**config.mk**
```make
export PLATFORM = sky130hd
export DESIGN_NAME = pwm_timer_out
export DESIGN_NICKNAME = d
export VERILOG_FILES = /design/src/rtl/pwm_timer_out.sv
export SDC_FILE = /design/constraint.sdc
export NUM_CORES = 1
export LEC_CHECK = 0
export CELL_PAD_IN_SITES_DETAIL_PLACEMENT = 1
export CELL_PAD_IN_SITES_GLOBAL_PLACEMENT = 2
export CORE_UTILIZATION = 42
export DETAILED_ROUTE_END_ITERATION = 16
export DONT_BUFFER_PORTS = 1
export GPL_TIMING_DRIVEN = 0
export PLACE_DENSITY = 0.79
export SETUP_SLACK_MARGIN = 0.4
export SLEW_MARGIN = 40
export SYNTH_ARGS = -nofsm -noshare
export SYNTH_HDL_FRONTEND = slang
export SYNTH_SLANG_ARGS = --single-unit
```
**constraint.sdc**
```tcl
create_clock -name clk -period 4.05 [get_ports clk]
set_input_delay 0.81 -clock clk [delete_from_list [all_inputs] [get_ports clk]]
set_output_delay 0.81 -clock clk [all_outputs]
set_load 0.02 [all_outputs]
```
**src/rtl/pwm_timer_out.sv**
```systemverilog
module pwm_timer_out #(
  parameter int SHORT_W = 8,
  parameter int LONG_W  = 16,
  parameter int EXP_W   = 3
) (
  input  logic              clk,
  input  logic              rst_n,
  input  logic              wr_en,
  input  logic [LONG_W-1:0] wr_duty,
  input  logic [EXP_W-1:0]  wr_exp,
  input  logic              wr_long,
  input  logic              wr_act_low,
  output logic              pwm_out,
  output logic              period_end
);
  localparam int PW = (1 << EXP_W) + 1;
  localparam logic [LONG_W-1:0] SHORT_LAST = LONG_W'((1 << SHORT_W) - 1);

  logic [LONG_W-1:0] sh_duty, ac_duty, cnt, last;
  logic [EXP_W-1:0]  sh_exp, ac_exp;
  logic              sh_long, ac_long, sh_low, ac_low;
  logic [PW-1:0]     pre_cnt, pre_lim;
  logic              tick;

  assign pre_lim    = (PW'(2) << ac_exp) - PW'(1);
  assign tick       = (pre_cnt == pre_lim);
  assign last       = ac_long ? {LONG_W{1'b1}} : SHORT_LAST;
  assign period_end = tick && (cnt == last);
  assign pwm_out    = (cnt < ac_duty) ^ ac_low;

  always_ff @(posedge clk or negedge rst_n) begin
    if (!rst_n) begin
      sh_duty <= '0;
      sh_exp  <= '0;
      sh_long <= 1'b0;
      sh_low  <= 1'b0;
    end else if (wr_en) begin
      sh_duty <= wr_duty;
      sh_exp  <= wr_exp;
      sh_long <= wr_long;
      sh_low  <= wr_act_low;
    end
  end

  always_ff @(posedge clk or negedge rst_n) begin
    if (!rst_n) begin
      pre_cnt <= '0;
      cnt     <= '0;
      ac_duty <= '0;
      ac_exp  <= '0;
      ac_long <= 1'b0;
      ac_low  <= 1'b0;
    end else begin
      pre_cnt <= tick ? '0 : pre_cnt + PW'(1);
      if (period_end) begin
        cnt     <= '0;
        ac_duty <= sh_long ? sh_duty : (sh_duty & SHORT_LAST);
        ac_exp  <= sh_exp;
        ac_long <= sh_long;
        ac_low  <= sh_low;
      end else if (tick) begin
        cnt <= cnt + LONG_W'(1);
      end
    end
  end

  assert_pe_single_R9: assert property (@(posedge clk) disable iff (!rst_n)
    period_end |=> !period_end);

  assert_hold_midcycle_R7: assert property (@(posedge clk) disable iff (!rst_n)
    !period_end |=> ($stable(ac_duty) && $stable(ac_exp) && $stable(ac_long) && $stable(ac_low)));

  assert_wrap_R2: assert property (@(posedge clk) disable iff (!rst_n)
    period_end |=> (cnt == '0 && pre_cnt == '0));

  assert_short_range_R3: assert property (@(posedge clk) disable iff (!rst_n)
    !ac_long |-> (cnt <= SHORT_LAST));

  assert_zero_idle_R5: assert property (@(posedge clk) disable iff (!rst_n)
    (ac_duty == '0) |-> (pwm_out == ac_low));
endmodule

```
After elaboration in Yosys (flattened, before gate mapping)

Cells that the tools add are included.

Shift-type cells: 1
Add/sub/neg operators: 3
Equality and inequality tests: 2
Multiplexer cells: 5
$lt $le $gt $ge: 1
Bitwise logic cells: 1
Reduce and logical (&&, ||, !) cells: 2

Operators by type and width:

| kind                                              | count |
|---|---|
| two-way mux 16 bit                                | 4 |
| adder 16 x 1 -> 16 bit (second input constant)    | 1 |
| equality test 16 bit                              | 1 |
| < comparator 16 bit                               | 1 |
| adder 9 x 1 -> 9 bit (second input constant)      | 1 |
| equality test 9 bit                               | 1 |
| two-way mux 9 bit                                 | 1 |
| << shifter 2 x 3 -> 9 bit (first input constant)  | 1 |
| subtractor 9 x 2 -> 9 bit (second input constant) | 1 |
| nonzero test 2 bit                                | 1 |
| logical AND 1 bit                                 | 1 |
| bitwise XOR 1 bit                                 | 1 |

Logic and storage cells: 25
Output and inout port bits: 2
Flip-flop bits (word level): 67
Input bits: 24

Logic depth before layout (Yosys ltp)

Gate-level depths: netlist (run 1).

Word-level depth: 5
Gate-level depth with buffers: 12

Least setup slack after synthesis (run 1)

OpenSTA, ideal clock, no wires.

Kind: flip-flop to output port
From: register ac_exp[1]
To: output port period_end
Required time: 3240 ps
Path buffers: 1
Path slack: 629 ps
Data arrival time: 2611 ps
Cell stages (with the launch flop): 10
Path through: dfrtp_1 buf_6 or3_1 ha_1 or3_1 a21boi_1 o21ai_2 a2111oi_0 nand3_1 nor2_1

Longest elaborated chain between the ends: 4

Ends and longest elaborated chain:

| item                      | line | RTL |
|---|---|---|
| start, declared           | 20   | `logic [EXP_W-1:0] sh_exp, ac_exp;` |
| start signal, assigned    | 58   | `ac_exp <= sh_exp;` |
| << shifter 2 x 3 -> 9 bit | 25   | `assign pre_lim = (PW'(2) << ac_exp) - PW'(1);` |
| subtractor 9 x 2 -> 9 bit | 25   |  |
| equality test 9 bit       | 26   | `assign tick = (pre_cnt == pre_lim);` |
| logical AND 1 bit         | 28   | `assign period_end = tick && (cnt == last);` |
| end, declared             | 14   | `output logic period_end` |

Every way passes these cells.

Final worst setup path (run 1)

From: register ac_exp[2]
To: output port period_end

Same word-level chain as after synthesis.

==> results by group, run 1 <==
Timing
  • # setup viols final: 0
  • Min Tclk post-route: 3.61 ns
  • Final hold vios: 0
  • Unrepaired setup endpoints after global routing: true
  • Final Skew: 0.0149 ns
  • Fin crit share: 89.1%
  • Max Fclk: 277 MHz
  • Max-slew headroom: between 60% and 70%
  • Fin Setup TNS: 0 ns
  • Pins Over Slew Limit: 0
  • Worst hold margin: between 0.15 and 0.2 ns
  • Slew of the pin with the lowest slew margin: ~0.58 ns

Placed design
  • Global placer's final weighted congestion: about 0.74
  • PortBufs: 0
  • Hpwl dp: slightly above 5000 um

Floorplanning
  • Die area: just under 9000 um^2
  • Site row count: 32
  • Die width: 93.3 um
  • Initial Util: around 44%
  • I/O Pins: 26
  • CORE AREA: ~8000 um^2
  • Die Y: 93.3 um

Route
  • DRT Pass-1 Iters: 4
  • Via Count: between 2000 and 2500
  • DRC Markers: 0
  • Routed len/inst: ~17 um
  • DRT Wirelength: 7420 um
  • Iter 0 DRT Violations: 66
  • Via density: about 5.4
  • Post-route ant nets: 0

Synth
  • Cell Area, Synth: about 3500 um^2
  • Count of different cell masters after synthesis: 49
  • Async SR Flop Fraction: 100%
  • Ys Warns: 0
  • Syn nets: 359
  • Most used flip-flop cell after synthesis: dfrtp_1
  • Post-Syn Instances: 317
  • Synthesis-stage register bit count: 67
  • Avg Cell Area, Syn: about 11 um^2
  • Sequential fraction of the synthesis area: 47.9%
  • Post-synth EDFFs: 0

Worst setup path
  • Critical path, cell by cell: buf_6 > or3_4 > ha_4 > or3_4 > a21boi_4 > o21ai_4 > a2111oi_4 > nand3_2 > nor2_4
  • Critical Path Stages: 9
  • Slowest-stage cell, CP: dfrtp_1
  • Setup CP Type: register to output port
  • CP bufs+invs: 1
  • Required @ worst endpoint: between 3 and 4 ns
  • Worst Path Arrival: 2.80 ns
  • Largest fanout on the critical path: 7
  • Largest delay contributor family on the critical path: simple AND/OR/NAND/NOR gates
  • Cell mode on critical path: or3_4
  • Worst Setup End Kind: output port
  • Worst stage delay on the critical path: 0.39 ns
  • Startpoint Class: register
  • Reg2Reg Depth: 11

Clock tree
  • CTS H-tree depth: 3
  • Clock Tree Buf Depth: 2
  • CTS Buf Count: 9
  • CTS tree: yes
  • Root buffer cell: clkbuf_8
  • CTS sink cnt: 67
  • Clock Latency Late Sink: 0.34 ns
  • Worst-path clk slew: approximately 0.080 ns

Pwr
  • Leak Pwr: 1.71 nW
  • VDD IR-drop max: 145 uV
  • Overall Power: ~0.0013 W
  • Pwr dens: 322 nW/um^2

GRT
  • Initial antenna violation count: 0
  • Total grt overflow: 0
  • Vias in the first global route: 2500
  • First-pass GRT wire length: about 13000 um
  • Largest net degree at the start of global routing: around 70
  • All-Layer GR Usage: 19.0%

Cells and area
  • Syn-to-layout area delta: 14.2%
  • N_diodes: 0
  • FILL cells: 840
  • Final Net Count: approximately 380
  • Fraction of layout cells with a size suffix above 1: about 22%

Hold path
  • Worst hold path type: primary input to async pin

Job
  • Maxcap violations: 0

Status
  • Status: finished clean
sequential cells by signal, indices dropped and copies added (netlist names):
name,flops
ac_exp,3
sh_long,1
sh_exp,3
cnt,16
pre_cnt,9
sh_duty,16
ac_low,1
ac_long,1
sh_low,1
ac_duty,16
cell usage after synthesis (4+ instances only):
| cell type | count | area (um^2) |
|---|---|---|
| dfrtp_1 | 67 | 1680 |
| buf_2 | 4 | 20.0 |
| inv_1 | 17 | 63.8 |
| o21ai_0 | 13 | 65.1 |
| nor2_1 | 19 | 71.3 |
| a2111oi_0 | 6 | 52.6 |
| ha_1 | 18 | 225 |
| mux2_1 | 4 | 45.0 |
| nand3_1 | 19 | 95.1 |
| mux2_2 | 23 | 259 |
| buf_6 | 4 | 45.0 |
| mux2i_1 | 9 | 90.1 |
| nand4_1 | 7 | 43.8 |
| nand2b_1 | 5 | 31.3 |
| xnor2_1 | 16 | 140 |
| a21oi_1 | 5 | 25.0 |
| xor2_1 | 6 | 52.6 |
| nand2_1 | 25 | 93.8 |
path summary, 6_finish.rpt:
check,startpoint,end,slack [ns]
max in group asynchronous,rst_n,ac_exp[0]$_DFFE_PN0P_,3.77
hold / removal,rst_n,sh_duty[13]$_DFFE_PN0P_,0.16
setup reg to reg,ac_exp[2]$_DFFE_PN0P_,ac_exp[0]$_DFFE_PN0P_,0.82
hold reg to reg,ac_duty[0]$_DFFE_PN0P_,ac_duty[0]$_DFFE_PN0P_,0.49
setup / recovery,ac_exp[2]$_DFFE_PN0P_,period_end,0.44
min in group clk,ac_duty[0]$_DFFE_PN0P_,ac_duty[0]$_DFFE_PN0P_,0.49
power breakdown:
group          switching [W]  internal, W
Sequential        0.00000991     0.000690
Clock               0.000264     0.000287
Combinational      0.0000137    0.0000213
metal layers:
| layer | track usage (%) | wire length [um] | share of wire, % |
|---|---|---|---|
| met2 | 28.1 | 3410 | 46 |
| met3 | 3.01 | 155 | 2.1 |
| met1 | 27.8 | 3750 | 50 |
| met5 | 0 | 0 | 0 |
| met4 | 7.69 | 110 | 1.5 |
area by class of cell:
class / instances / area [um^2] / share of cell area [%]
Timing Repair Buffer: 11 / 82.6 / 2.07
Tap cell: 102 / 128 / 3.19
Buffer: 12 / 80.1 / 2.00
Sequential cell: 67 / 1680 / 42.0
Clock inverter: 7 / 76.3 / 1.91
Clock buffer: 9 / 124 / 3.10
Inverter: 17 / 63.8 / 1.60
Multi-Input combinational cell: 221 / 1760 / 44.1
metrics by stage:
step | instances | cell area (um^2) | utilization, % | worst slack (ns)
5_1_grt | 446 | 4000 | 50.7 | 0.341
6_report | 446 | 4000 | 50.7 | 0.442
3_5_place_dp | 419 | 3630 | 46.0 | 0.295
3_3_place_gp | 419 | 3630 | 46.0 | 0.328
4_1_cts | 437 | 3900 | 49.5 | 0.412
2_1_floorplan | 317 | 3500 | - | 0.629
placed cells by master (no fill, tap or decap), types with 6 or more instances in the layout:
cell type,count
ha_1,17
xor2_1,6
nand3_1,18
nand4_1,7
dfrtp_1,66
inv_1,17
nor2_1,18
clkbuf_8,9
mux2i_1,9
buf_4,11
xnor2_1,15
nand2_1,25
o21ai_0,13
mux2_2,23
timing repair:
action / 4_1_cts / 5_1_grt
endpoints found under the hold margin: 0 / 0
resized for setup: 11 / 5
hold buffers: 0 / 0
endpoints found under the setup margin: 1 / 1
setup buffers: 2 / 9
pin swaps: 4 / 8
cells by family (layout without fill, tap and decap cells):
group,count (synthesis),in the layout,synth area share [%]
xor gates and xnor gates,23,23,5.97
and+or+nand+nor,99,99,14.8
adders and majority gates,18,18,6.44
buffers and inverters,29,56,4.11
DFF,67,67,47.9
muxes,36,36,11.3
AOI/OAI and AO/OA,45,45,9.44
(Power assumes the default switching activity.)
==> run 2, diff against run 1 <==
--- a/config.mk
+++ b/config.mk
@@ -12,6 +12,7 @@
 export DONT_BUFFER_PORTS = 1
 export GPL_TIMING_DRIVEN = 0
 export PLACE_DENSITY = 0.79
+export REMOVE_ABC_BUFFERS = 1
 export SETUP_SLACK_MARGIN = 0.4
 export SLEW_MARGIN = 40
 export SYNTH_ARGS = -nofsm -noshare
==> run 2 against run 1 <==
Against the previous run:
- sequential share of layout area barely moved
- critical path depth decreased by 1
- worst setup slack better by 0.014 ns
- first-iteration DRC count increased by 7.6%
- non-clock buffer count decreased by 11
- clock power is 23% higher
- core utilization increased by 0.095 points
- wire length increased by 4.4%
- critical endpoint unchanged
- cell area grew 0.19%
==> results by group, run 2 (synthesis gave the netlist of run 1 again) <==
Status
  • Status: finished clean

Cells and area
  • Most common cell after layout, fill and taps aside: dfrtp_1
  • Fraction of layout cells with a size suffix above 1: between 20% and 30%
  • Final Net Count: 370
  • N_diodes: 0
  • FILL cells: 819
  • Regs by FF count: ac_duty (16), cnt (16), sh_duty (16)
  • Final core utilization: approximately 51%
  • Commonest non-fill, non-tap cells in the layout: 64 x dfrtp_1, 24 x nand2_1, 23 x mux2_2
  • Syn-to-layout area delta: 14.4%
  • Finished Cell Area: roughly 4000 um^2

Timing
  • Max-slew headroom: 53.7%
  • Pins Over Slew Limit: 0
  • # setup viols final: 0
  • Fin worst setup slack: around 0.46 ns
  • Fin crit share: between 80% and 90%
  • Slew of the pin with the lowest slew margin: 0.677 ns
  • Max Fclk: about 280 MHz
  • Unrepaired setup endpoints after global routing: true
  • Final hold vios: 0
  • Min Tclk post-route: 3.59 ns
  • Final Skew: about 0.0094 ns

GRT
  • GR met3 Demand/Resource: under 10%
  • All-Layer GR Usage: approximately 20%
  • Largest net degree at the start of global routing: 68
  • Vias in the first global route: 2597
  • First-pass GRT wire length: 13000 um
  • Initial antenna violation count: 0
  • Total grt overflow: 0
  • GR Layer Usage met2: between 30% and 40%
  • Most Crowded Layer GR: met2
  • Met1 Usage GRT: about a quarter

Hold path
  • Worst hold path type: primary input to async pin

Floorplanning
  • I/O Pins: 26
  • Die width: 93.3 um
  • Die area: slightly below 9000 um^2
  • Site row count: 32
  • Die Y: 93.3 um
  • Initial Util: roughly 44%
  • CORE AREA: between 7000 and 8000 um^2

Placed design
  • Hpwl dp: 4850 um
  • PortBufs: 0
  • Global placer's final weighted congestion: approximately 0.71
  • Pre-CTS setup slack: -0.0409 ns
  • Placed Area: 3570 um^2

Pwr
  • Overall Power: around 0.0014 W
  • Clock share of power: about half
  • Flop pwr share: ~50%
  • Sw Ratio: about a fifth
  • Pint: 0.00112 W
  • Sw Pwr: a little under 0.0003 W
  • Pwr dens: roughly 350 nW/um^2
  • Leak Pwr: approximately 1.7 nW
  • VDD IR-drop max: ~220 uV
  • Comb pwr share: under 10%

Route
  • DRC Markers: 0
  • Post-route ant nets: 0
  • Via Count: 2411
  • Iter 0 DRT Violations: between 70 and 80
  • Via density: 5.54
  • Routed len/inst: between 15 and 20 um
  • DRT Wirelength: between 7000 and 8000 um
  • DRT Pass-1 Iters: 5

Worst setup path
  • Reg2Reg Launch Point: ac_exp[0]$_DFFE_PN0P_
  • CP endpoint: period_end
  • Setup CP Type: register to output port
  • Worst Setup End Kind: output port
  • Reg2Reg Depth: 8
  • Origin of the worst setup path: ac_exp[0]$_DFFE_PN0P_
  • Worst Path Arrival: ~2.8 ns
  • R2R Setup Slk: around 0.7 ns
  • RR Endpoint: ac_exp[0]$_DFFE_PN0P_
  • Startpoint Class: register
  • Required @ worst endpoint: between 3 and 4 ns
  • Largest fanout on the critical path: 7

Clock tree
  • Root buffer cell: clkbuf_8
  • CTS tree: yes
  • CTS Buf Count: 9
  • CTS sink cnt: 67
  • Clock Tree Buf Depth: 2
  • Cts hold-fix bufs: 0
  • Clock Latency Late Sink: around 0.35 ns
  • Worst-path clk slew: 0.08 ns
  • CTS H-tree depth: 3

Job
  • Maxcap violations: 0
[run 2: changes by cell type in the layout (fill, tap and decap cells not counted), moves of 2 or more]
| cell | previous run | this run |
|---|---|---|
| buf_2 | 4 | 0 |
| buf_6 | 4 | 0 |
| clkbuf_1 | 3 | 0 |
| bufinv_16 | 1 | 3 |
| dfrtp_1 | 66 | 64 |
| dfrtp_2 | 1 | 3 |
| xnor2_2 | 2 | 0 |
[run 2: worst max-delay path: stages (launching register included)]
cell       delay, ns
dfrtp_2         0.45
or3_4           0.41
ha_4            0.20
or3_4           0.38
a21boi_4        0.20
o21ai_4         0.09
a2111oi_4       0.38
nand3_2         0.13
nor2_4          0.20
[run 2: power by group through the flow]
| stage | clock [W] | combinational, W | sequential (W) |
|---|---|---|---|
| floorplan | 0 | 0.0000255 | 0.000711 |
| global placement | 0 | 0.0000264 | 0.000715 |
| detailed placement | 0 | 0.0000276 | 0.000716 |
| CTS | 0.000692 | 0.0000276 | 0.000703 |
| global route | 0.000718 | 0.0000294 | 0.000706 |
| finish | 0.000677 | 0.0000272 | 0.000702 |
[run 2: per-layer routing]
| layer | up-vias | share of wire [%] |
|---|---|---|
| met5 | - | 0 |
| met4 | 0 | 2.1 |
| met3 | 15 | 2.4 |
| met2 | 25 | 49 |
| met1 | 1216 | 47 |
| li1 | 1155 | - |
[run 2: cell type report]
type / instances / area, um^2 / area share, %
inverter: 17 / 63.8 / 1.59
clock buffer: 9 / 124 / 3.09
sequential: 67 / 1680 / 42.0
multi-input combinational: 221 / 1800 / 45.0
timing repair buffer: 12 / 90.1 / 2.25
clock inverter: 7 / 116 / 2.91
tap: 102 / 128 / 3.19
[run 2: worst min-delay path by stage]
stage / start / to / cells after the start
detailed placement: ac_duty[0]$_DFFE_PN0P_ / ac_duty[0]$_DFFE_PN0P_ / 1
global placement: sh_low$_DFFE_PN0P_ / ac_low$_DFFE_PN0P_ / 1
floorplan: ac_duty[0]$_DFFE_PN0P_ / ac_duty[0]$_DFFE_PN0P_ / 1
CTS: rst_n / sh_duty[9]$_DFFE_PN0P_ / 0
global route: rst_n / sh_duty[9]$_DFFE_PN0P_ / 0
finish: rst_n / sh_duty[9]$_DFFE_PN0P_ / 0
[run 2: timing repair]
action / in CTS / in global routing
endpoints found under the setup margin: 31 / 1
buffers inserted: 6 / 6
gates resized for setup: 13 / 8
pin swaps: 4 / 7
[run 2: stage by stage]
step / TNS [ns] / hold slack [ns] / instances
2_1_floorplan: 0 / 0.459 / 305
3_5_place_dp: -0.0750 / 0.481 / 407
3_3_place_gp: -17.55 / 0.470 / 407
4_1_cts: 0 / 0.141 / 429
6_report: 0 / 0.154 / 435
5_1_grt: 0 / 0.138 / 435
